### src/rtl/cohtimer_pkg.sv
// Shared types for the coherent-read timer counter.
// Assumes: one bus access of at most one kind per cycle.
package cohtimer_pkg;

    // Kind of read access decoded from the bus in the current cycle
    typedef enum logic [1:0] {
        ACC_NONE  = 2'd0,
        ACC_HI    = 2'd1,
        ACC_LO    = 2'd2,
        ACC_OTHER = 2'd3
    } acc_e;

endpackage

### src/rtl/cohtimer_count.sv
// Free-running up-counter that steps once per prescaled tick.
// Assumes: tick_en is synchronous to clk; wraps at all-ones.
module cohtimer_count #(
    parameter int CNT_W = 16
) (
    input  logic             clk,
    input  logic             rst_n,
    input  logic             tick_en,
    output logic [CNT_W-1:0] cnt_q
);
    localparam logic [CNT_W-1:0] CNT_MAX = {CNT_W{1'b1}};

    // Advance the count on each tick, clear it on reset
    always_ff @(posedge clk) begin
        if (!rst_n)
            cnt_q <= '0;
        else if (tick_en)
            cnt_q <= cnt_q + 1'b1;
    end


    step_chk: assert property (@(posedge clk) disable iff (!rst_n)
        (tick_en && cnt_q != CNT_MAX) |=> cnt_q == $past(cnt_q) + 1'b1);


    hold_chk: assert property (@(posedge clk) disable iff (!rst_n)
        !tick_en |=> $stable(cnt_q));


    wrap_chk: assert property (@(posedge clk) disable iff (!rst_n)
        (tick_en && cnt_q == CNT_MAX) |=> cnt_q == '0);

endmodule

### src/rtl/cohtimer_decode.sv
// Decodes a bus read strobe and offset into an access kind.
// Assumes: strobes are one-cycle pulses; purely combinational.
module cohtimer_decode
    import cohtimer_pkg::*;
#(
    parameter int                ADDR_W = 6,
    parameter logic [ADDR_W-1:0] HI_OFS = 6'h0E,
    parameter logic [ADDR_W-1:0] LO_OFS = 6'h0F
) (
    input  logic              bus_rd,
    input  logic [ADDR_W-1:0] bus_addr,
    output acc_e              acc
);
    // Classify the current bus cycle
    always_comb begin
        if (!bus_rd)
            acc = ACC_NONE;
        else if (bus_addr == HI_OFS)
            acc = ACC_HI;
        else if (bus_addr == LO_OFS)
            acc = ACC_LO;
        else
            acc = ACC_OTHER;
    end

endmodule

### src/rtl/cohtimer_rdport.sv
// Byte read port: returns the upper or lower counter byte. A high-byte read
// snapshots the lower byte; a low-byte read in the next cycle uses it.
// Assumes: CNT_W == 2*DATA_W; read data is registered (one-cycle latency).
module cohtimer_rdport
    import cohtimer_pkg::*;
#(
    parameter int CNT_W  = 16,
    parameter int DATA_W = 8
) (
    input  logic              clk,
    input  logic              rst_n,
    input  acc_e              acc,
    input  logic [CNT_W-1:0]  cnt,
    output logic [DATA_W-1:0] rdata_q
);
    logic [DATA_W-1:0] cnt_hi;
    logic [DATA_W-1:0] cnt_lo;
    logic [DATA_W-1:0] lo_buf_q;
    logic              hi_prev_q;
    logic [DATA_W-1:0] rdata_d;

    assign cnt_hi = cnt[CNT_W-1 -: DATA_W];
    assign cnt_lo = cnt[DATA_W-1:0];

    // Snapshot the low byte on a high read and remember that it happened
    always_ff @(posedge clk) begin
        if (!rst_n) begin
            lo_buf_q  <= '0;
            hi_prev_q <= 1'b0;
        end else begin
            hi_prev_q <= (acc == ACC_HI);
            if (acc == ACC_HI)
                lo_buf_q <= cnt_lo;
        end
    end

    // Pick the byte to return for this access
    always_comb begin
        unique case (acc)
            ACC_HI:  rdata_d = cnt_hi;
            ACC_LO:  rdata_d = hi_prev_q ? lo_buf_q : cnt_lo;
            default: rdata_d = '0;
        endcase
    end

    // Register read data on a strobe, hold it otherwise
    always_ff @(posedge clk) begin
        if (!rst_n)
            rdata_q <= '0;
        else if (acc != ACC_NONE)
            rdata_q <= rdata_d;
    end


    hi_read_chk: assert property (@(posedge clk) disable iff (!rst_n)
        (acc == ACC_HI) |=> rdata_q == $past(cnt[CNT_W-1 -: DATA_W]));


    lo_coherent_chk: assert property (@(posedge clk) disable iff (!rst_n)
        (acc == ACC_LO && $past(acc) == ACC_HI) |=> rdata_q == $past(cnt[DATA_W-1:0], 2));


    lo_live_chk: assert property (@(posedge clk) disable iff (!rst_n)
        (acc == ACC_LO && $past(acc) != ACC_HI) |=> rdata_q == $past(cnt[DATA_W-1:0]));


    other_zero_chk: assert property (@(posedge clk) disable iff (!rst_n)
        (acc == ACC_OTHER) |=> rdata_q == '0);


    idle_hold_chk: assert property (@(posedge clk) disable iff (!rst_n)
        (acc == ACC_NONE) |=> $stable(rdata_q));

endmodule

### src/rtl/cohtimer_top.sv
// Prescaled 16-bit timer counter with a byte-wide, coherent read port.
// Assumes: one bus access per cycle; writes target a read-only register pair.
module cohtimer_top
    import cohtimer_pkg::*;
#(
    parameter int                ADDR_W = 6,
    parameter int                DATA_W = 8,
    parameter logic [ADDR_W-1:0] HI_OFS = 6'h0E,
    parameter logic [ADDR_W-1:0] LO_OFS = 6'h0F
) (
    input  logic                clk,
    input  logic                rst_n,
    input  logic                tick_en,
    input  logic [ADDR_W-1:0]   bus_addr,
    input  logic                bus_rd,
    input  logic                bus_wr,
    input  logic [DATA_W-1:0]   bus_wdata,
    output logic [DATA_W-1:0]   bus_rdata,
    output logic [2*DATA_W-1:0] count_out
);
    localparam int CNT_W = 2 * DATA_W;

    acc_e             acc;
    logic [CNT_W-1:0] cnt;

    cohtimer_count #(.CNT_W(CNT_W)) u_count (
        .clk     (clk),
        .rst_n   (rst_n),
        .tick_en (tick_en),
        .cnt_q   (cnt)
    );

    cohtimer_decode #(.ADDR_W(ADDR_W), .HI_OFS(HI_OFS), .LO_OFS(LO_OFS)) u_decode (
        .bus_rd   (bus_rd),
        .bus_addr (bus_addr),
        .acc      (acc)
    );

    cohtimer_rdport #(.CNT_W(CNT_W), .DATA_W(DATA_W)) u_rdport (
        .clk     (clk),
        .rst_n   (rst_n),
        .acc     (acc),
        .cnt     (cnt),
        .rdata_q (bus_rdata)
    );

    assign count_out = cnt;


    wr_hold_chk: assert property (@(posedge clk) disable iff (!rst_n)
        (bus_wr && !tick_en) |=> $stable(count_out));


    wr_no_load_chk: assert property (@(posedge clk) disable iff (!rst_n)
        (bus_wr && !tick_en && bus_wdata != count_out[DATA_W-1:0])
        |=> count_out[DATA_W-1:0] != $past(bus_wdata));

endmodule

### config.mk
export PLATFORM = sky130hd
export DESIGN_NAME = cohtimer_top
export DESIGN_NICKNAME = d
export VERILOG_FILES = /design/src/rtl/cohtimer_pkg.sv /design/src/rtl/cohtimer_count.sv /design/src/rtl/cohtimer_decode.sv /design/src/rtl/cohtimer_rdport.sv /design/src/rtl/cohtimer_top.sv
export SDC_FILE = /design/constraint.sdc
export NUM_CORES = 1
export LEC_CHECK = 0
export ABC_AREA = 1
export ABC_CLOCK_PERIOD_IN_PS = 4400
export CORE_MARGIN = 2
export CORE_UTILIZATION = 40
export DETAILED_ROUTE_END_ITERATION = 7
export DONT_BUFFER_PORTS = 1
export SETUP_SLACK_MARGIN = 0.2
export SYNTH_ARGS = -nofsm -noshare
export SYNTH_HDL_FRONTEND = slang
export SYNTH_SLANG_ARGS = --single-unit
### constraint.sdc
create_clock -name clk -period 4.4 [get_ports clk]
set_clock_uncertainty 0.1 [all_clocks]
set_input_delay 0.88 -clock clk [delete_from_list [all_inputs] [get_ports clk]]
set_output_delay 0.88 -clock clk [all_outputs]
set_load 0.01 [all_outputs]
Word level (Yosys, flattened, before mapping):

Index checks and enable logic that the tools add are counted.
W data, S select, Z words.

* $add $sub $neg: 1
* multiply operators: 0
* div/mod/pow operators: 0
* $lt $le $gt $ge: 0
* equal/unequal tests: 4
* shift-type cells: 0
* multiplexer cells: 5
* bitwise operators: 0
* reductions and logical operators: 1

Operators with widths (count)
* $add A16 B1 Y16 const B: 1
* $pmux W8 S2: 1
* $eq A6 B4 Y1 const B: 2
* $mux W8: 1
* $mux W2: 2
* $eq A2 B1 Y1 const B: 1
* $eq A2 B2 Y1 const B: 1
* $reduce_bool A2 Y1: 1
* $mux W1: 1

* flip-flop bits (word level): 33
* bits in latches: 0
* RAM bits: 0
* bits in read-only memories: 0
* bits of input ports: 19
* word-level logic and storage cells: 15
* memories: 0

Depth between registers and ports, before layout:

Gate-level depths: netlist of run 1.

* word-level depth: 6
* mapped depth: 9

Cells and area by module:

A second synthesis of run 1 with hierarchy kept.

* cells, all modules: 268
* area total of the unflattened synthesis: 1846.8 sq um

Modules (own cells, without submodules)
* cohtimer_rdport: instances 1, cells an instance 131, area an instance 949.7 sq um
* cohtimer_count: instances 1, cells an instance 126, area an instance 845.8 sq um
* cohtimer_decode: instances 1, cells an instance 11, area an instance 51.3 sq um

Worst setup path before layout of run 1:

No wires, ideal clock.

* path kind: in2reg
* start point: in tick_en
* end point: reg u_count.cnt_q[12]
* setup time: 0.110 ns
* data arrival time: 1.638 ns
* slack: 2.552 ns
* cell stages on the path: 8
* buffers on the path: 1
* cell sequence: buf_2 nand3_2 nor2_2 nand2_1 nor2_1 nand3_1 nand2_1 nor2_1

RTL lines
* start, declared: line cohtimer_top.sv:13 `input logic tick_en,`
* end signal, assigned: line cohtimer_count.sv:18 `cnt_q <= cnt_q + 1'b1;`
* end, declared: line cohtimer_count.sv:9 `output logic [CNT_W-1:0] cnt_q`

Final worst setup path of run 1:

* start point: in bus_addr[1]
* end point: reg u_rdport.lo_buf_q[5]

* word-level cells in the longest chain between the ends: 5
* elaborated cells between the ends (all ways): 6
* those cells by class: 3 x eq/ne; 3 x mux

RTL lines
* start, declared: line cohtimer_top.sv:14 `input logic [ADDR_W-1:0] bus_addr,`
* $eq A6 B4 Y1: line cohtimer_decode.sv:20 `else if (bus_addr == LO_OFS)`
* $mux W1: line cohtimer_decode.sv:20
* $mux W2 (*): line cohtimer_decode.sv:18 `else if (bus_addr == HI_OFS)`
* $mux W2 (*): line cohtimer_decode.sv:16 `if (!bus_rd)`
* $eq A2 B1 Y1 (*): line cohtimer_rdport.sv:32 `if (acc == ACC_HI)`
* end signal, assigned: line cohtimer_rdport.sv:33 `lo_buf_q <= cnt_lo;`
* end, declared: line cohtimer_rdport.sv:18 `logic [DATA_W-1:0] lo_buf_q;`

Every way passes the cells marked *; elsewhere a longest branch is shown, timed or not.
A chain may end at the register's enable or synchronous reset.

==> metrics.md, run 1 <==
| Metric | Value |
|---|---|
| Run status | `finished clean` |
| Largest stage delay on the critical path | `0.54 ns` |
| Port bufs | `0` |
| Buffers inserted during post-CTS setup optimization | `0` |
| Antenna violations before repair | `0` |
| First-pass GRT wire length | `6755 um` |
| Depth of the worst register-to-register path | `8` |
| Critical path type | `input port to flop` |
| Clock sink count | `33` |
| Number of placed I/O pins | `43` |
| Post-layout min period | `1.972 ns` |
| Register-to-register path setup slack | `2.62 ns` |
| TritonCTS clock tree | `yes` |
| Post-cts repair resize count | `0` |
| Max H-tree Level | `2` |
| Floorplan Core Area | `about 4100 sq um` |
| Final Max Slew Viols | `0` |
| Share of synthesized area occupied by flip-flops and latches | `between 30% and 40%` |
| Leak | `approximately 0.7 nW` |
| Die H | `69.56 um` |
| Crit. End Element | `flop` |
| Post-synth design cell area | `around 1700 sq um` |
| Max-cap violations | `0` |
| Hold path cells | `2` |
| Post-synth net total | `276` |
| Initial Utilization | `42.37%` |
| Transition time of the tightest slew-check pin | `0.6667 ns` |
| Area of the die | `about 4800 sq um` |
| Routed Antenna Nets | `0` |
| Distinct cells, synth | `22` |
| VDD IR-drop max | `0.0001367 V` |
| Global-route congestion overflow total | `0` |
| Fraction of final layout cells sized beyond drive strength 1 | `8.696%` |
| Data arrival, critical path | `2.01 ns` |
| Cell with the largest stage delay on the worst path | `sky130_fd_sc_hd__nor3_4` |
| Synthesized instance count | `roughly 260` |
| Worst setup slack after layout | `2.428 ns` |
| Worst setup slack before clock tree synthesis | `2.126 ns` |
| Largest buffer count on any clock path | `2` |
| Worst path required time | `4.44 ns` |
| Portion of synthesized cell area occupied by the leading cell type | `about two fifths` |
| Number of antenna repair diodes | `0` |
| Setup repair after global routing missed its margin | `false` |
| Worst Hold End | `u_rdport.lo_buf_q[1]` |
| Critical path buffers and inverters | `1` |
| Placed wire-length estimate | `2797 um` |
| Clock-pin slew on the worst setup and hold paths | `about 0.07 ns` |
| End of the worst register-to-register path | `u_count.cnt_q[12]` |
| Iteration-0 DRC count of the detailed router | `roughly 120` |
| Row cnt | `23` |
| Crit-path leading delay family | `simple AND/OR/NAND/NOR gates` |
| Setup TNS | `0 ns` |
| Synth warn | `0` |
| Pin count of the biggest net entering global routing | `27` |
| Number of buffers added by the clock tree synthesis step | `5` |
| Vias in the first global route | `1440` |
| Post-layout util | `44.77%` |
| Ranking of synthesized cells by area | `sky130_fd_sc_hd__dfxtp_1 38%, sky130_fd_sc_hd__nand2_1 12%, sky130_fd_sc_hd__nand3_1 9.3%` |
| All-Layer GR Usage | `between 15 and 20%` |
| Synth Area per Inst | `6.715 sq um` |
| Routed WL per cell | `13.11 um` |
| Post-route clock period utilization | `around 45%` |
| Hold Path Origin | `u_rdport.lo_buf_q[1]` |
| Root Buffer | `sky130_fd_sc_hd__clkbuf_8` |
| Insertion delay to the later sink of the worst-skew pair | `0.28 ns` |
| Post-Route WL | `3971 um` |
| Critical path launch point type | `input port` |
| Power density normalized to cell area | `roughly 320 nW/um^2` |
| Type of the worst min-delay path | `flop to flop` |
| Crit Path Max Fanout | `17` |
| DR vias | `1543` |
| Final weighted congestion in routability-driven placement | `about 0.8` |
| Final net count | `approximately 270` |
| Number of buffers inserted for hold repair after clock tree synthesis | `0` |
| Max transition margin | `55.51%` |
| Number of optimization iterations in the first detailed-route pass | `5` |
| Achievable clock frequency | `between 500 and 600 MHz` |
| Ordered list of cells on the worst path | `inv_1 -> nor3_4 -> nand3_2 -> nand2_1 -> a21oi_1` |
| Hold violation count in the final report | `0` |
| Largest area contributor in the netlist | `sky130_fd_sc_hd__dfxtp_1` |
| Vias per cell | `5.092` |
| Residual DRC count | `0` |
| Number of setup violations in the final report | `0` |
| Register bit total from synthesis | `33` |
| Area overhead of the layout relative to synthesis | `5.677%` |
| Beginning of the worst register-to-register path | `u_count.cnt_q[0]` |
| Die span in x | `69.56 um` |
| Filler cell count in the final layout | `~440` |
## state kept, by name, summed over array words and instances (netlist names)
name,cells
u_count.cnt_q,16
u_rdport.lo_buf_q,8
u_rdport.rdata_q,8
u_rdport.hi_prev_q,1
## stage by stage
step / instance area, sq um / power, W / hold slack, ns / instances
floorplan: 1719 / 0.0003466 / 0.3412 / 256
global placement: 1730 / 0.0003466 / 0.3502 / 296
detailed placement: 1730 / 0.0003470 / 0.3572 / 296
CTS: 1817 / 0.0005801 / 0.3669 / 303
global route: 1817 / 0.0005941 / 0.3867 / 303
finish: 1817 / 0.0005725 / 0.3678 / 303
## routing by layer
metal	vias to the layer above	share of wire (%)	GRT usage, %
li1	818	-	-
met5	-	0	0
met4	0	1.5	6.100
met1	686	47	22.85
met2	33	46	27.24
met3	6	5.3	4.797
## cells in the mapped netlist, drive strengths merged
| cell type | n |
|---|---|
| o21bai | 2 |
| ha | 1 |
| nand2 | 55 |
| nor2 | 41 |
| a21oi | 16 |
| o21ai | 12 |
| buf | 8 |
| nand3 | 35 |
| nand4 | 10 |
| inv | 35 |
| nor3 | 6 |
| dfxtp | 33 |
| clkbuf | 2 |
## how the worst max path moves through the flow
| stage | startpoint | endpoint | slack [ns] | depth (start not counted) |
|---|---|---|---|---|
| after CTS | bus_addr[1] | u_rdport.lo_buf_q[5] | 2.43 | 5 |
| after global placement | bus_addr[1] | u_rdport.lo_buf_q[7] | 2.12 | 5 |
| final | bus_addr[1] | u_rdport.lo_buf_q[5] | 2.43 | 5 |
| after detailed placement | bus_addr[1] | u_rdport.lo_buf_q[5] | 2.13 | 5 |
| after floorplan | tick_en | u_count.cnt_q[12] | 2.55 | 8 |
| after global routing | bus_addr[1] | u_rdport.lo_buf_q[5] | 2.28 | 5 |
## cells by family after synthesis
| logic type | after synthesis | share of synthesized area (%) |
|---|---|---|
| fa+ha+maj | 1 | 0.7277 |
| buf+inv | 45 | 10.63 |
| compound gates | 30 | 9.025 |
| simple gates | 147 | 41.19 |
| flops | 33 | 38.43 |
## worst register-to-register path, stage by stage, from the launching register on
cell and delay, ns:
sky130_fd_sc_hd__dfxtp_1 0.56, sky130_fd_sc_hd__ha_1 0.26, sky130_fd_sc_hd__nand3_2 0.14, sky130_fd_sc_hd__nor2_2 0.17, sky130_fd_sc_hd__nand2_1 0.11, sky130_fd_sc_hd__nor2_1 0.15, sky130_fd_sc_hd__nand3_1 0.09, sky130_fd_sc_hd__nand2_1 0.07
sky130_fd_sc_hd__nor2_1 0.03
## layout by cell type, fill, tap and decap left out, types with 2 or more instances in the layout
cell type / n
sky130_fd_sc_hd__nand2_2: 2
sky130_fd_sc_hd__inv_1: 35
sky130_fd_sc_hd__o21bai_1: 2
sky130_fd_sc_hd__nor2_1: 33
sky130_fd_sc_hd__dfxtp_1: 33
sky130_fd_sc_hd__nand4_1: 10
sky130_fd_sc_hd__nor3_4: 2
sky130_fd_sc_hd__nand3_2: 2
sky130_fd_sc_hd__nor2_2: 7
sky130_fd_sc_hd__a21oi_1: 16
sky130_fd_sc_hd__clkbuf_8: 6
sky130_fd_sc_hd__o21ai_0: 12
sky130_fd_sc_hd__nand3_1: 32
sky130_fd_sc_hd__nor3_1: 3
sky130_fd_sc_hd__nand2_1: 53
## report_power, final
| part | internal [W] | total (W) | switching (W) |
|---|---|---|---|
| Sequential | 0.000304 | 0.000312 | 0.00000810 |
| Clock | 0.000124 | 0.000233 | 0.000108 |
| Combinational | 0.00000959 | 0.0000279 | 0.0000183 |
| Total | 0.000438 | 0.000572 | 0.000135 |
## final cells by class
type                    instances  area, sq um  share of cell area (%)
clock buffers                   7        86.33                   4.752
inverters                      35        131.4                   7.231
multi-input cells             178        875.8                   48.21
flip-flops and latches         33        660.6                   36.36
well taps                      50        62.56                   3.444
No activity file was read; power rests on OpenSTA's default activity.
==> run 2: changes to the inputs <==
--- a/config.mk
+++ b/config.mk
@@ -5,8 +5,8 @@
 export SDC_FILE = /design/constraint.sdc
 export NUM_CORES = 1
 export LEC_CHECK = 0
-export ABC_AREA = 1
-export ABC_CLOCK_PERIOD_IN_PS = 4400
+export ABC_AREA = 0
+export ABC_CLOCK_PERIOD_IN_PS = 1600
 export CORE_MARGIN = 2
 export CORE_UTILIZATION = 40
 export DETAILED_ROUTE_END_ITERATION = 7
==> constraint.sdc (replaced) <==
create_clock -name clk -period 1.6 [get_ports clk]
set_clock_uncertainty 0.1 [all_clocks]
set_input_delay 0.32 -clock clk [delete_from_list [all_inputs] [get_ports clk]]
set_output_delay 0.32 -clock clk [all_outputs]
set_load 0.01 [all_outputs]
==> run 2 against run 1 <==
Total power increased to 2.9 times the previous value. Critical path type is now flop to flop. Cell area rose by 9.9%. Sequential share of layout area is 2.4 points lower.
==> metrics.md, run 2 <==
| Metric | Value |
|---|---|
| Run status | `finished clean` |
| Filler cell count in the final layout | `341 (-22%)` |
| Max reg flops | `16 (unchanged)` |
| Antenna violations before repair | `0 (unchanged)` |
| Routed Antenna Nets | `0 (unchanged)` |
| Synth Area per Inst | `9.921 sq um (+48%)` |
| Initial Utilization | `41.69% (-0.68 points)` |
| Setup TNS | `0 ns (unchanged)` |
| Final net count | `196 (-28%)` |
| Number of setup violations in the final report | `0 (unchanged)` |
| Share of synthesized area occupied by flip-flops and latches | `42.96% (+4.5 points)` |
| Crit. End Element | `flop` |
| Area of the die | `4356 sq um (-10%)` |
| Routed WL per cell | `16.05 um (+22%)` |
| Leak | `0.7600 nW (+8.3%)` |
| Placed wire-length estimate | `2483 um (-11%)` |
| Root Buffer | `sky130_fd_sc_hd__clkbuf_8` |
| Number of buffers added by the clock tree synthesis step | `5 (unchanged)` |
| Hold path cells | `1 (-1)` |
| Iteration-0 DRC count of the detailed router | `102 (-16%)` |
| Worst Hold End | `u_rdport.rdata_q[5]` |
| Most frequent cells in the layout | `21 x sky130_fd_sc_hd__dfxtp_1, 18 x sky130_fd_sc_hd__mux2i_1, 16 x sky130_fd_sc_hd__buf_4` |
| Relative contribution of combinational cells to total power | `3.5% (-1.4 points)` |
| Data arrival, critical path | `1.52 ns (-0.49 ns)` |
| Worst setup slack before clock tree synthesis | `0.06232 ns (-2.064 ns)` |
| Number of antenna repair diodes | `0 (unchanged)` |
| Main flop type after synthesis | `sky130_fd_sc_hd__dfxtp_1` |
| Post-synth net total | `175 (-37%)` |
| Hold Path Origin | `rst_n` |
| Final cell count without fillers | `225 (-26%)` |
| Number of enable-type register cells in the synthesized netlist | `0 (unchanged)` |
| Synth cell count leaders | `33 x sky130_fd_sc_hd__dfxtp_1, 18 x sky130_fd_sc_hd__mux2i_1, 11 x sky130_fd_sc_hd__and2_1, 11 x sky130_fd_sc_hd__nor2b_1` |
| Vias per cell | `5.267 (+3.4%)` |
| Total instance count after detailed placement | `213 (-28%)` |
| All-Layer GR Usage | `18.82% (+1.5 points)` |
| Power density normalized to cell area | `842.8 nW/um^2 (+170%)` |
| Fraction of power spent switching nets | `21.31% (-2.2 points)` |
| Post-route clock period utilization | `89.76%` |
| Synth warn | `0 (unchanged)` |
| Final Max Slew Viols | `0 (unchanged)` |
| Critical path type | `flop to flop` |
| Distinct cells, synth | `31 (+41%)` |
| Portion of synthesized cell area occupied by the leading cell type | `42.96% (+4.5 points)` |
| TritonCTS clock tree | `yes` |
| Clock sink count | `33 (unchanged)` |
| Vias in the first global route | `1274 (-12%)` |
| Leading cell type by number of instances after synthesis | `sky130_fd_sc_hd__dfxtp_1` |
| Total power | `0.001683 W (+190%)` |
| Largest buffer count on any clock path | `2 (unchanged)` |
| Post-layout min period | `1.436 ns` |
| Beginning of the worst register-to-register path | `u_count.cnt_q[7]` |
| Die H | `66 um (-5.1%)` |
| Type of the worst min-delay path | `input port to flop` |
| Insertion delay to the later sink of the worst-skew pair | `0.29 ns (about the same)` |
| Achievable clock frequency | `696.3 MHz` |
| DR vias | `1185 (-23%)` |
| Max transition margin | `82.17% (+27 points)` |
| Commonest non-fill, non-tap cell in the layout | `sky130_fd_sc_hd__dfxtp_1` |
| Max H-tree Level | `2 (unchanged)` |
| Row cnt | `22 (-4.3%)` |
| Area overhead of the layout relative to synthesis | `29.86%` |
| NetSw | `0.0003587 W (+170%)` |
| Depth of the worst register-to-register path | `5 (-3)` |
| Synthesized instance count | `155 (-39%)` |
| Largest area contributor in the netlist | `sky130_fd_sc_hd__dfxtp_1` |
| Worst path required time | `1.68 ns (-2.76 ns)` |
| Number of optimization iterations in the first detailed-route pass | `4 (-1)` |
| Worst hold slack | `0.04772 ns (-0.3201 ns)` |
| VDD IR-drop max | `0.0005711 V (+320%)` |
| First-pass GRT wire length | `6030 um (-11%)` |
| Crit Path Max Fanout | `6 (-11)` |
| Register-to-register path setup slack | `0.16 ns (-2.46 ns)` |
| Number of buffers inserted for hold repair after clock tree synthesis | `0 (unchanged)` |
| Die span in x | `66 um (-5.1%)` |
| Part of the total power dissipated in the clock network | `46.9% (+6.3 points)` |
| Number of placed I/O pins | `43 (unchanged)` |
| Clock-pin slew on the worst setup and hold paths | `0.07 ns (about the same)` |
| Largest reg by FF count | `u_count.cnt_q` |
| Setup repair after global routing missed its margin | `true` |
| Fraction of final layout cells sized beyond drive strength 1 | `31.64% (+23 points)` |
| Post-synth design cell area | `1538 sq um (-11%)` |
| End of the worst register-to-register path | `u_count.cnt_q[15]` |
| Asr flop ratio synth | `0% (unchanged)` |
| Pin count of the biggest net entering global routing | `35 (+30%)` |
| Global-route congestion overflow total | `0 (unchanged)` |
| Register bit total from synthesis | `33 (unchanged)` |
| Port bufs | `0 (unchanged)` |
| Critical path launch point type | `flop` |
| Hold violation count in the final report | `0 (unchanged)` |
| FF/Latch Area | `678.2 sq um (+2.7%)` |
| Part of the power in registers | `49.6% (-4.9 points)` |
| Final weighted congestion in routability-driven placement | `0.7870 (-4.5%)` |
| Residual DRC count | `0 (unchanged)` |
| Largest registers in the final layout | `u_count.cnt_q (16), u_rdport.lo_buf_q (8), u_rdport.rdata_q (8)` |
| Transition time of the tightest slew-check pin | `0.2655 ns (-0.4011 ns)` |
| Max-cap violations | `0 (unchanged)` |
| Area taken by multi-input logic gates | `935.9 sq um (+6.9%)` |
| Post-Route WL | `3611 um (-9.1%)` |
| Floorplan Core Area | `3689 sq um (-9.1%)` |
| Ranking of synthesized cells by area | `sky130_fd_sc_hd__dfxtp_1 43%, sky130_fd_sc_hd__mux2i_1 12%, sky130_fd_sc_hd__a22o_1 4.6%` |
| Cell Int Power | `0.001324 W (+200%)` |
| Worst setup slack after layout | `0.1639 ns (-2.264 ns)` |
[run 2: cell types whose count changed after synthesis, moves of 8 or more]
cell / previous run / this run
sky130_fd_sc_hd__o21a_1: 0 / 8
sky130_fd_sc_hd__nor2_1: 33 / 8
sky130_fd_sc_hd__a22o_1: 0 / 8
sky130_fd_sc_hd__nand3_1: 32 / 5
sky130_fd_sc_hd__nand2_1: 53 / 6
sky130_fd_sc_hd__mux2i_1: 0 / 18
sky130_fd_sc_hd__and2_1: 0 / 11
sky130_fd_sc_hd__xnor2_1: 0 / 8
sky130_fd_sc_hd__nor2b_1: 0 / 11
sky130_fd_sc_hd__o21ai_0: 12 / 1
sky130_fd_sc_hd__a21oi_1: 16 / 0
sky130_fd_sc_hd__inv_1: 35 / 3
[run 2: kinds of logic after synthesis]
kind of cell | count (synthesis) | synth area share, %
AND/OR/NAND/NOR | 61 | 24.09
flip-flops | 33 | 42.96
AO/OA/AOI/OAI | 18 | 9.276
multiplexers | 18 | 11.72
XOR/XNOR | 13 | 7.404
buffers and inverters | 11 | 3.742
adder cells (fa/ha/maj) | 1 | 0.8135
[run 2: per-layer routing]
layer / share of wire [%] / track usage (%) / vias up / routed length (um)
met5: 0 / 0 / - / 0
met4: 1.2 / 7.398 / 0 / 44
met3: 5.0 / 4.940 / 6 / 179
met2: 50 / 31.44 / 25 / 1802
met1: 44 / 23.04 / 570 / 1584
li1: - / - / 584 / -
[run 2: worst max-delay path by stage]
stage	slack (ns)	end	startpoint
after detailed placement	0.06	u_rdport.rdata_q[4]	bus_addr[3]
after floorplan	0.08	u_rdport.lo_buf_q[4]	bus_addr[0]
after global placement	0.08	u_rdport.rdata_q[7]	bus_addr[3]
after global routing	0.09	u_count.cnt_q[10]	u_count.cnt_q[0]
after CTS	0.14	u_count.cnt_q[10]	u_count.cnt_q[4]
final	0.16	u_count.cnt_q[15]	u_count.cnt_q[7]
[run 2: power by group through the flow]
| stage | clock, W | sequential [W] | combinational (W) |
|---|---|---|---|
| 2_1_floorplan | 0 | 0.000858 | 0.0000364 |
| 3_3_place_gp | 0 | 0.000850 | 0.0000509 |
| 3_5_place_dp | 0 | 0.000850 | 0.0000525 |
| 4_1_cts | 0.000801 | 0.000834 | 0.0000588 |
| 5_1_grt | 0.000848 | 0.000834 | 0.0000659 |
| 6_report | 0.000789 | 0.000834 | 0.0000596 |
[run 2: critical path: stages (launching register included)]
cell and delay [ns]:
sky130_fd_sc_hd__dfxtp_2 0.33, sky130_fd_sc_hd__nand4_1 0.11, sky130_fd_sc_hd__buf_6 0.16, sky130_fd_sc_hd__nor4_4 0.32
sky130_fd_sc_hd__nand3_1 0.16, sky130_fd_sc_hd__mux2i_1 0.14
[run 2: area by class of cell]
type,instances,share of cell area [%]
clock buffers,5,3.446
clock inverters,3,2.318
inverters,3,0.5639
multi-input cells,111,46.87
flip-flops and latches,33,33.96
well taps,48,3.008
repair buffers,22,9.837
[run 2: stage by stage]
stage | util [%] | cell area, sq um
after floorplan | - | 1574
after global placement | 47.05 | 1735
after detailed placement | 47.05 | 1735
after CTS | 52.92 | 1952
after global routing | 54.14 | 1997
final | 54.14 | 1997
[run 2: repair_timing]
action,4_1_cts,5_1_grt
resized for setup,16,10
setup endpoints to repair,9,13
pin swaps,9,8
setup buffers,2,2
gates cloned,0,0
==> run 3: changes to the inputs <==
--- a/config.mk
+++ b/config.mk
@@ -8,7 +8,8 @@
 export ABC_AREA = 0
 export ABC_CLOCK_PERIOD_IN_PS = 1600
 export CORE_MARGIN = 2
-export CORE_UTILIZATION = 40
+export CORE_UTILIZATION = 45
+export CTS_CLUSTER_DIAMETER = 150
 export DETAILED_ROUTE_END_ITERATION = 7
 export DONT_BUFFER_PORTS = 1
 export SETUP_SLACK_MARGIN = 0.2
==> run 3 against run 2 <==
Setup slack worse by 0.026 ns. Combinational power is 40% higher. Clock-buffer cell count stayed put. Global-route usage is 0.89 points higher. Worst hold slack worse by 0.038 ns. Clock power is 42% lower. Sequential cell count stayed put. Via count is 5.1% higher. Sequential share of layout area is 0.28 points higher. Final cell count is 1.8% higher. First-iteration DRC count is 51% lower. Critical path type unchanged.
==> metrics.md, run 3 (synthesized netlist as in run 2, its figures left out) <==
| Metric | Value |
|---|---|
| Clock-pin slew on the worst setup and hold paths | `0.11 ns (+0.04 ns)` |
| Largest reg by FF count | `u_count.cnt_q` |
| First-pass GRT wire length | `6003 um (-0.45%)` |
| Routed WL per cell | `15.98 um (-0.41%)` |
| Commonest non-fill, non-tap cell in the layout | `sky130_fd_sc_hd__dfxtp_1` |
| Beginning of the worst register-to-register path | `u_count.cnt_q[1]` |
| Number of placed I/O pins | `43 (unchanged)` |
| Number of optimization iterations in the first detailed-route pass | `4 (unchanged)` |
| Antenna violations before repair | `0 (unchanged)` |
| Fraction of final layout cells sized beyond drive strength 1 | `31.15% (-0.49 points)` |
| Die H | `62.46 um (-5.4%)` |
| Number of buffers added by the clock tree synthesis step | `5 (unchanged)` |
| Crit. End Element | `flop` |
| DR vias | `1245 (+5.1%)` |
| Iteration-0 DRC count of the detailed router | `50 (-51%)` |
| Max H-tree Level | `2 (unchanged)` |
| Row cnt | `21 (-4.5%)` |
| Transition time of the tightest slew-check pin | `0.6037 ns (+0.3382 ns)` |
| Die span in x | `62.46 um (-5.4%)` |
| Insertion delay to the later sink of the worst-skew pair | `0.33 ns (+0.04 ns)` |
| Leak | `0.7335 nW (-3.5%)` |
| Run status | `finished clean` |
| Data arrival, critical path | `1.60 ns (+0.08 ns)` |
| Type of the worst min-delay path | `input port to flop` |
| Critical path launch point type | `flop` |
| Placed wire-length estimate | `2439 um (-1.8%)` |
| Clock sink count | `33 (unchanged)` |
| Area of the die | `3901 sq um (-10%)` |
| Area overhead of the layout relative to synthesis | `28.07%` |
| Register-to-register path setup slack | `0.14 ns (-0.03 ns)` |
| Setup crit start | `u_count.cnt_q[1]` |
| Number of setup violations in the final report | `0 (unchanged)` |
| Number of antenna repair diodes | `0 (unchanged)` |
| Setup TNS | `0 ns (unchanged)` |
| VDD IR-drop max | `0.0004045 V (-29%)` |
| Global-route congestion overflow total | `0 (unchanged)` |
| Floorplan Core Area | `3311 sq um (-10%)` |
| Initial Utilization | `46.45% (+4.8 points)` |
| Max reg flops | `16 (unchanged)` |
| Crit Path Max Fanout | `3 (-3)` |
| All-Layer GR Usage | `19.70% (+0.89 points)` |
| Root Buffer | `sky130_fd_sc_hd__clkbuf_4` |
| Post-layout min period | `1.462 ns (+0.02636 ns)` |
| Worst path required time | `1.73 ns (+0.05 ns)` |
| Achievable clock frequency | `683.8 MHz (-1.8%)` |
| Max transition margin | `59.62% (-23 points)` |
| Total instance count after detailed placement | `216 (+1.4%)` |
| Power density normalized to cell area | `697.1 nW/um^2 (-17%)` |
| Vias per cell | `5.437 (+3.2%)` |
| Final weighted congestion in routability-driven placement | `0.8109 (+3.0%)` |
| Largest registers in the final layout | `u_count.cnt_q (16), u_rdport.lo_buf_q (8), u_rdport.rdata_q (8)` |
| Largest buffer count on any clock path | `2 (unchanged)` |
| Most frequent cells in the layout | `24 x sky130_fd_sc_hd__dfxtp_1, 18 x sky130_fd_sc_hd__mux2i_1, 18 x sky130_fd_sc_hd__buf_4` |
| Depth of the worst register-to-register path | `6 (+1)` |
| Vias in the first global route | `1302 (+2.2%)` |
| Port bufs | `0 (unchanged)` |
| Final Max Slew Viols | `0 (unchanged)` |
| Total power | `0.001373 W (-18%)` |
| Setup repair after global routing missed its margin | `true` |
| Residual DRC count | `0 (unchanged)` |
| Final cell count without fillers | `229 (+1.8%)` |
| Critical path type | `flop to flop` |
| Final net count | `202 (+3.1%)` |
| End of the worst register-to-register path | `u_count.cnt_q[14]` |
| Max-cap violations | `0 (unchanged)` |
| Routed Antenna Nets | `0 (unchanged)` |
| Setup crit end | `u_count.cnt_q[14]` |
| TritonCTS clock tree | `yes` |
| Post-Route WL | `3660 um (+1.4%)` |
| Pin count of the biggest net entering global routing | `35 (unchanged)` |
| Post-route clock period utilization | `91.41% (+1.6 points)` |
| Hold violation count in the final report | `0 (unchanged)` |
## run 3: repair_timing
item / in CTS / in global routing
setup buffers: 3 / 1
hold endpoints to repair: 21 / 17
setup endpoints to repair: 10 / 13
pin swaps: 3 / 9
gates resized for setup: 11 / 11
cloned: 0 / 0
## run 3: per-layer routing
layer	global-route usage [%]	wire length (um)
met2	33.33	1843
met1	21.75	1518
met5	0	0
met3	7.387	197
met4	9.444	101
## run 3: through the flow
stage	setup WS (ns)	cell area (sq um)	hold slack, ns	utilization (%)
2_1_floorplan	0.08453	1574	0.3482	-
3_3_place_gp	0.05933	1770	0.3425	53.48
3_5_place_dp	0.04938	1770	0.3484	53.48
4_1_cts	0.1823	1902	-0.01882	57.45
5_1_grt	0.05393	1969	0.001702	59.49
6_report	0.1375	1969	0.009225	59.49
## run 3: final cells by class
cell class,instances,area [sq um]
Fill cell,303,1341
Multi-Input combinational cell,111,915.9
Sequential cell,33,674.4
Timing Repair Buffer,28,255.2
Tap cell,46,57.56
Clock buffer,5,37.54
Clock inverter,3,17.52
Inverter,3,11.26
## run 3: worst min path at each step
| stage | from | end | depth (start not counted) |
|---|---|---|---|
| finish | rst_n | u_count.cnt_q[12] | 1 |
| global route | rst_n | u_rdport.hi_prev_q | 1 |
| CTS | rst_n | u_rdport.rdata_q[6] | 1 |
| detailed placement | rst_n | u_rdport.rdata_q[5] | 1 |
| global placement | rst_n | u_rdport.rdata_q[7] | 1 |
| floorplan | rst_n | u_rdport.lo_buf_q[5] | 1 |
## run 3: power by group
group / switching (W) / internal [W]
clock network: 0.000289 / 0.000166
logic: 0.0000377 / 0.0000460
registers: 0.00000766 / 0.000827
## run 3: worst max-delay path: stages (launching register included)
cell	delay (ns)
sky130_fd_sc_hd__dfxtp_4	0.39
sky130_fd_sc_hd__ha_4	0.13
sky130_fd_sc_hd__nand4_1	0.12
sky130_fd_sc_hd__buf_4	0.19
sky130_fd_sc_hd__nor4_4	0.23
sky130_fd_sc_hd__xnor2_1	0.15
sky130_fd_sc_hd__nor2b_1	0.06
